[config.mk]
export PLATFORM = sky130hd
export DESIGN_NAME = lapd_octet_rx
export DESIGN_NICKNAME = d
export VERILOG_FILES = /design/src/rtl/lapd_rx_pkg.sv /design/src/rtl/lapd_octet_shifter.sv /design/src/rtl/lapd_bit_deframer.sv /design/src/rtl/lapd_octet_rx.sv
export SDC_FILE = /design/constraint.sdc
export NUM_CORES = 1
export LEC_CHECK = 0
export BUFFER_PORTS_ARGS = -buffer_cell sky130_fd_sc_hd__buf_2
export CORE_MARGIN = 2
export CORE_UTILIZATION = 52
export DETAILED_ROUTE_END_ITERATION = 10
export PLACE_DENSITY = 0.68
export SYNTH_ARGS = -nofsm -noshare
export SYNTH_HDL_FRONTEND = slang
export SYNTH_SLANG_ARGS = --single-unit
[constraint.sdc]
create_clock -name clk -period 4.6 [get_ports clk]
set_input_delay 0 -clock clk [delete_from_list [all_inputs] [get_ports clk]]
set_output_delay 0 -clock clk [all_outputs]
set_load 0.02 [all_outputs]
[src/rtl/lapd_rx_pkg.sv]
package lapd_rx_pkg;
   localparam logic [15:0] CRC_PRESET = 16'hFFFF;
   localparam logic [15:0] CRC_POLY_R = 16'h8408;
   localparam logic [15:0] CRC_RESIDUE = 16'hF0B8;

   typedef struct packed {
      logic eom;
      logic flag;
      logic abort;
      logic fcs_err;
      logic frm_err;
      logic ovf;
   } rx_status_t;

   // one octet, least significant bit first, reflected CRC-16
   function automatic logic [15:0] crc16_octet(input logic [15:0] c_in, input logic [7:0] d);
      logic [15:0] c;
      c = c_in;
      for (int i = 0; i < 8; i++) begin
         if (c[0] ^ d[i]) c = (c >> 1) ^ CRC_POLY_R;
         else             c = c >> 1;
      end
      return c;
   endfunction
endpackage

[src/rtl/lapd_octet_shifter.sv]
module lapd_octet_shifter #(
   parameter int OCT_W = 8
) (
   input  logic             clk,
   input  logic             rst_n,
   input  logic             load,
   input  logic [OCT_W-1:0] oct_in,
   output logic             bit_vld,
   output logic             bit_out,
   output logic             busy
);
   localparam int CNT_W = $clog2(OCT_W + 1);

   logic [OCT_W-1:0] sh_q;
   logic [CNT_W-1:0] left_q;

   always_ff @(posedge clk or negedge rst_n) begin
      if (!rst_n) begin
         sh_q   <= '0;
         left_q <= '0;
      end else if (load) begin
         sh_q   <= oct_in;
         left_q <= CNT_W'(OCT_W);
      end else if (left_q != '0) begin
         sh_q   <= sh_q << 1;
         left_q <= left_q - 1'b1;
      end
   end

   assign bit_vld = (left_q != '0);
   assign bit_out = sh_q[OCT_W-1];
   assign busy    = (left_q > CNT_W'(1));
endmodule

[src/rtl/lapd_bit_deframer.sv]
module lapd_bit_deframer #(
   parameter int OCT_W = 8
) (
   input  logic             clk,
   input  logic             rst_n,
   input  logic             bit_vld,
   input  logic             bit_in,
   output logic             flag_evt,
   output logic             flag_aligned,
   output logic             flag_closes,
   output logic             abort_evt,
   output logic             oct_vld,
   output logic [OCT_W-1:0] oct_data
);
   localparam int ONES_W   = 3;
   localparam int STUFF_AT = 5;
   localparam int FLAG_AT  = 6;
   localparam int POS_W    = $clog2(OCT_W);

   logic [ONES_W-1:0] ones_q;
   logic [OCT_W-1:0]  sh_q;
   logic [POS_W-1:0]  pos_q;
   logic              in_frame_q;
   logic              push;
   logic [OCT_W-1:0]  sh_next;

   always_comb begin
      push = bit_vld && in_frame_q &&
             ((bit_in && ones_q != ONES_W'(FLAG_AT)) || (!bit_in && ones_q < ONES_W'(STUFF_AT)));
      sh_next = {bit_in, sh_q[OCT_W-1:1]};
   end

   always_ff @(posedge clk or negedge rst_n) begin
      if (!rst_n) begin
         ones_q       <= '0;
         sh_q         <= '0;
         pos_q        <= '0;
         in_frame_q   <= 1'b0;
         flag_evt     <= 1'b0;
         flag_aligned <= 1'b0;
         flag_closes  <= 1'b0;
         abort_evt    <= 1'b0;
         oct_vld      <= 1'b0;
         oct_data     <= '0;
      end else begin
         flag_evt  <= 1'b0;
         abort_evt <= 1'b0;
         oct_vld   <= 1'b0;
         if (bit_vld) begin
            if (bit_in) begin
               if (ones_q != '1) ones_q <= ones_q + 1'b1;
               if (ones_q == ONES_W'(FLAG_AT)) begin
                  abort_evt  <= in_frame_q;
                  in_frame_q <= 1'b0;
               end
            end else begin
               ones_q <= '0;
               if (ones_q == ONES_W'(FLAG_AT)) begin
                  flag_evt     <= 1'b1;
                  flag_aligned <= (pos_q == POS_W'(OCT_W - 1));
                  flag_closes  <= in_frame_q;
                  in_frame_q   <= 1'b1;
                  pos_q        <= '0;
               end
            end
         end
         if (push) begin
            sh_q  <= sh_next;
            pos_q <= pos_q + 1'b1;
            if (pos_q == POS_W'(OCT_W - 1)) begin
               oct_vld  <= 1'b1;
               oct_data <= sh_next;
            end
         end
      end
   end
endmodule

[src/rtl/lapd_octet_rx.sv]
module lapd_octet_rx #(
   parameter int BUF_DEPTH = 88,
   parameter int OCT_W     = 8,
   parameter int MIN_OCTS  = 4,
   parameter bit RD_REG    = 1'b1,
   parameter int AW        = $clog2(BUF_DEPTH + 1)
) (
   input  logic             clk,
   input  logic             rst_n,
   input  logic             oh_strobe,
   input  logic [OCT_W-1:0] gc_octet,
   input  logic [OCT_W-1:0] nr_octet,
   input  logic             src_sel_nr,
   input  logic             stat_rd,
   output logic             stat_eom,
   output logic             stat_flag,
   output logic             stat_abort,
   output logic             stat_fcs_err,
   output logic             stat_frm_err,
   output logic             stat_ovf,
   output logic [AW-1:0]    msg_len,
   output logic [OCT_W-1:0] msg_type,
   input  logic [AW-1:0]    buf_raddr,
   output logic [OCT_W-1:0] buf_rdata
);
   import lapd_rx_pkg::*;

   localparam int CNT_W = $clog2(BUF_DEPTH + 3) + 1;

   generate
      if (OCT_W != 8) begin : g_bad_oct
         $error("OCT_W must be 8 for the CRC-16 octet step");
      end
      if (BUF_DEPTH < 1) begin : g_bad_depth
         $error("BUF_DEPTH must be at least 1");
      end
      if (MIN_OCTS < 3) begin : g_bad_min
         $error("MIN_OCTS must cover two check octets plus one");
      end
   endgenerate

   logic             bit_vld, bit_val, shift_busy;
   logic             flag_evt, flag_aligned, flag_closes, abort_evt, oct_vld;
   logic [OCT_W-1:0] oct_data;

   lapd_octet_shifter #(.OCT_W(OCT_W)) u_shift (
      .clk(clk), .rst_n(rst_n), .load(oh_strobe),
      .oct_in(src_sel_nr ? nr_octet : gc_octet),
      .bit_vld(bit_vld), .bit_out(bit_val), .busy(shift_busy));

   lapd_bit_deframer #(.OCT_W(OCT_W)) u_defr (
      .clk(clk), .rst_n(rst_n), .bit_vld(bit_vld), .bit_in(bit_val),
      .flag_evt(flag_evt), .flag_aligned(flag_aligned), .flag_closes(flag_closes),
      .abort_evt(abort_evt), .oct_vld(oct_vld), .oct_data(oct_data));

   logic [15:0]      crc_q;
   logic [OCT_W-1:0] hold1_q, hold2_q, type_q;
   logic [CNT_W-1:0] cnt_q;
   logic [AW-1:0]    wptr;
   logic             ovf_q;
   logic [OCT_W-1:0] mem [BUF_DEPTH];
   logic             wr_info, room;

   assign wr_info = oct_vld && (cnt_q >= CNT_W'(2));
   assign room    = (wptr < AW'(BUF_DEPTH));

   always_ff @(posedge clk or negedge rst_n) begin
      if (!rst_n) begin
         crc_q   <= CRC_PRESET;
         hold1_q <= '0;
         hold2_q <= '0;
         type_q  <= '0;
         cnt_q   <= '0;
         wptr    <= '0;
         ovf_q   <= 1'b0;
      end else if (flag_evt || abort_evt) begin
         crc_q <= CRC_PRESET;
         cnt_q <= '0;
         wptr  <= '0;
         ovf_q <= 1'b0;
      end else if (oct_vld) begin
         crc_q   <= crc16_octet(crc_q, oct_data);
         hold1_q <= oct_data;
         hold2_q <= hold1_q;
         if (cnt_q != '1) cnt_q <= cnt_q + 1'b1;
         if (cnt_q == CNT_W'(2)) type_q <= hold2_q;
         if (wr_info) begin
            if (room) wptr <= wptr + 1'b1;
            else      ovf_q <= 1'b1;
         end
      end
   end

   always_ff @(posedge clk) begin
      if (wr_info && room) mem[wptr] <= hold2_q;
   end

   logic       close, close_bad, close_ok;
   rx_status_t st_q, st_set;

   always_comb begin
      close     = flag_evt && flag_closes && (cnt_q != '0);
      close_bad = close && (!flag_aligned || cnt_q < CNT_W'(MIN_OCTS));
      close_ok  = close && !close_bad;
      st_set.eom     = close_ok;
      st_set.flag    = flag_evt;
      st_set.abort   = abort_evt;
      st_set.fcs_err = close_ok && (crc_q != CRC_RESIDUE);
      st_set.frm_err = close_bad;
      st_set.ovf     = close_ok && ovf_q;
   end

   always_ff @(posedge clk or negedge rst_n) begin
      if (!rst_n) begin
         st_q     <= '0;
         msg_len  <= '0;
         msg_type <= '0;
      end else begin
         st_q <= (stat_rd ? rx_status_t'('0) : st_q) | st_set;
         if (close_ok) begin
            msg_len  <= wptr;
            msg_type <= type_q;
         end
      end
   end

   assign stat_eom     = st_q.eom;
   assign stat_flag    = st_q.flag;
   assign stat_abort   = st_q.abort;
   assign stat_fcs_err = st_q.fcs_err;
   assign stat_frm_err = st_q.frm_err;
   assign stat_ovf     = st_q.ovf;

   logic [OCT_W-1:0] rd_word;
   assign rd_word = (buf_raddr < AW'(BUF_DEPTH)) ? mem[buf_raddr] : '0;

   generate
      if (RD_REG) begin : g_rd_reg
         always_ff @(posedge clk or negedge rst_n) begin
            if (!rst_n) buf_rdata <= '0;
            else        buf_rdata <= rd_word;
         end
      end else begin : g_rd_comb
         assign buf_rdata = rd_word;
      end
   endgenerate
endmodule

==> impl_metrics.csv <==
group,metric,value,unit
clocking,cts_root_buf,"clkbuf_16",
synthesis,syn_avg_cell_area,19.0,µm²
clocking,clk_pin_slew,0.06,ns
route,vias_per_cell,6.00,
timing,slew-limit-headroom,19.0,%
status,violations,"negative hold slack",
finish,layout.cells.non_filler,2753,
die,die_x,256,µm
synthesis,syn-cell-area,33000,µm²
timing,timing.final.crit_period,3.48,ns
finish,mostFrequentLayoutCells,"edfxtp_1, mux4_2, nor2_1",
synthesis,syn_inst,1730,
setup_path,critPathLaunchType,"register",
synthesis,ys_types,68,
die,chipHeight,256,µm
timing,period_share,75.7,%
run,maxCapViolations,0,
finish,drive_above_1_share,24.6,%
setup_path,crit_type,"reg2reg",
pwr,cellPowerDensity,433,nW/µm²
synthesis,ys_ff_latch,828,
timing,fmaxAchievable,287,MHz
setup_path,critPathCaptureType,"register",
timing,hold_violations,9,
route,drc,0,
synthesis,async_flop_share,15.0,%
timing,setup_viol,0,
route,wl,71700,µm
clocking,clockBufferDepth,3,
setup_path,cp.required,4.86,ns
setup_path,worstPathArrival,3.74,ns
timing,worstMarginPinSlew,1.21,ns
route,first_pass_iters,5,
finish,area_growth,12.3,%
die,initial_core_util,52.4,%
timing,skew,0.0210,ns
synthesis,synthFlopType,"edfxtp_1",
die,placementRows,92,
timing,rsz0062_at_grt,"no",
global_route,antenna_found_initial,3,
synthesis,yosysWarnings,0,
timing,drv_slew,0,
placed_design,dp.cells,2571,
synthesis,synth-edff-count,704,
clocking,clock_sinks,828,
clocking,clk_latency,0.63,ns
route,drt_iter0_markers,1603,
setup_path,path_max_fanout,20,
synthesis,syn_nets,1768,
global_route,gr-usage-all-layers,22.3,%
placed_design,gp_congestion,0.832,
route,wire_per_inst,26.0,µm
clocking,cts_resized,0,
finish,antenna_cells,0,
setup_path,reg2reg_depth,8,
die,core_area,62900,µm²
pwr,p_leak,10.8,nW
global_route,grt_pass1_wl,109000,µm
placed_design,dpl.hpwl,42800,µm
global_route,grt.overflow.total,0,
placed_design,port_buffers,56,
finish,final_common_cell,"edfxtp_1",
clocking,cts_max_level,3,
clocking,tritoncts,"built",
global_route,grt_max_degree,91,
route,ant_nets,0,
synthesis,ys_seq_area_share,73.6,%
timing,whs,-0.00620,ns
timing,finalSetupTns,0,ns
status,status,"complete, but fails checks",
global_route,grt_pass1_vias,17088,
pwr,ir_drop,0.372,mV
die,io_pins,57,
hold_path,min_path_type,"in2async",
finish,nNetsFinal,1878,
route,dr_total_vias,16522,
die,fp.dieArea,65400,µm²
clocking,numCtsBuffers,83,
-- sequential cells by signal, indices dropped and copies added, names as in the netlist, 3 cells and up --
register / flops
mem: 704
crc_q: 16
buf_rdata: 8
cnt_q: 8
hold1_q: 8
hold2_q: 8
msg_type: 8
type_q: 8
u_defr.oct_data: 8
u_shift.sh_q: 8
msg_len: 7
u_defr.sh_q: 7
wptr: 7
u_shift.left_q: 4
u_defr.ones_q: 3
u_defr.pos_q: 3
-- worst max-delay path: stages, from the launching register on --
cell and delay (ns):
dfrtp_1 0.33, buf_4 0.23, clkinv_1 0.09, buf_4 0.20, a41oi_1 0.21, buf_4 0.21, nand2_2 0.09, or4b_1 0.97
nor2_1 0.78
-- per-layer routing --
metal / vias to the layer above / track usage, % / wire length (µm)
met5: - / 0 / 27
met4: 4 / 7.55 / 2210
met3: 134 / 4.85 / 5110
met2: 631 / 35.1 / 34700
met1: 8611 / 31.3 / 29600
li1: 7142 / - / -
-- cell type report --
type                            count  area, µm²
Inverter                           12       45.0
Multi-Input combinational cell    799       8110
Clock buffer                      104       2210
Fill cell                        4652      25900
Tap cell                          846       1060
Sequential cell                   828      24300
Timing Repair Buffer              116        860
Clock inverter                     48        433
-- power breakdown --
| group | total, mW | internal [mW] | leakage (nW) | switching (mW) |
|---|---|---|---|---|
| sequential | 8.41 | 8.26 | 6.46 | 0.157 |
| combinational | 1.02 | 0.473 | 3.02 | 0.543 |
| clock | 6.58 | 3.81 | 1.29 | 2.77 |
| total | 16.0 | 12.5 | 10.8 | 3.47 |
-- per-stage QoR --
| stage | worst slack, ns | utilization (%) | power (mW) | hold slack, ns | instance area [µm²] |
|---|---|---|---|---|---|
| 3_3_place_gp | 1.23 | 54.2 | 9.51 | 0.0888 | 34100 |
| 2_1_floorplan | 2.12 | - | 9.29 | -0.296 | 33000 |
| 6_report | 1.12 | 58.9 | 16.0 | -0.00620 | 37000 |
| 5_1_grt | 0.854 | 58.9 | 16.6 | 0.0254 | 37000 |
| 4_1_cts | 1.12 | 58.9 | 16.1 | 0.00703 | 37000 |
| 3_5_place_dp | 1.11 | 54.2 | 9.54 | 0.106 | 34100 |
-- worst paths after layout --
kind / from / to / slack [ns]
max in group asynchronous: rst_n / crc_q[3] / 3.48
hold reg to reg: stat_abort / stat_abort / 0.49
setup reg to reg: u_defr.oct_vld / mem[10][5] / 1.12
hold / removal: rst_n / buf_rdata[1] / -0.006
min in group clk: buf_raddr[4] / buf_rdata[1] / 0.29
setup / recovery: u_defr.oct_vld / mem[10][5] / 1.12
-- cell usage after synthesis (all sizes together), types with 3 or more instances --
cell type,n,area (µm²)
a211o,11,96.3
a211oi,23,183
a21o,3,22.5
a21oi,23,115
a221o,8,80.1
a22o,5,43.8
a22oi,14,105
and2,5,33.8
buf,51,387
clkbuf,40,154
dfrtp,108,2700
dfstp,16,420
edfxtp,704,21100
ha,10,125
inv,11,41.3
mux2,74,841
mux2i,64,641
mux4,163,3710
nand2,62,238
nand2b,4,25.0
nand3,8,45.0
nand3b,3,22.5
nand4,7,43.8
nor2,149,562
nor2b,28,175
nor3,3,15.0
o211ai,10,75.1
o21ai,36,184
o221ai,7,61.3
o22ai,7,43.8
o2bb2ai,7,61.3
o31ai,4,35.0
or3,3,18.8
xnor2,22,193
xor2,13,114
-- repair_timing --
| item | in CTS | in global routing |
|---|---|---|
| buffers inserted | 0 | 0 |
| hold buffers | 30 | 0 |
| hold endpoints to repair | 105 | 0 |
-- cell families (layout without fill, tap and decap cells) --
kind of cell	after synthesis	in the layout	share of synthesized area [%]
muxes	301	301	15.8
adders and majority gates	10	10	0.380
DFF	828	828	73.6
and+or+nand+nor	287	287	3.98
buffers and inverters	103	280	1.78
xor gates and xnor gates	35	35	0.930
AOI/OAI and AO/OA	166	166	3.55
Power figures use the tool's default switching activity.
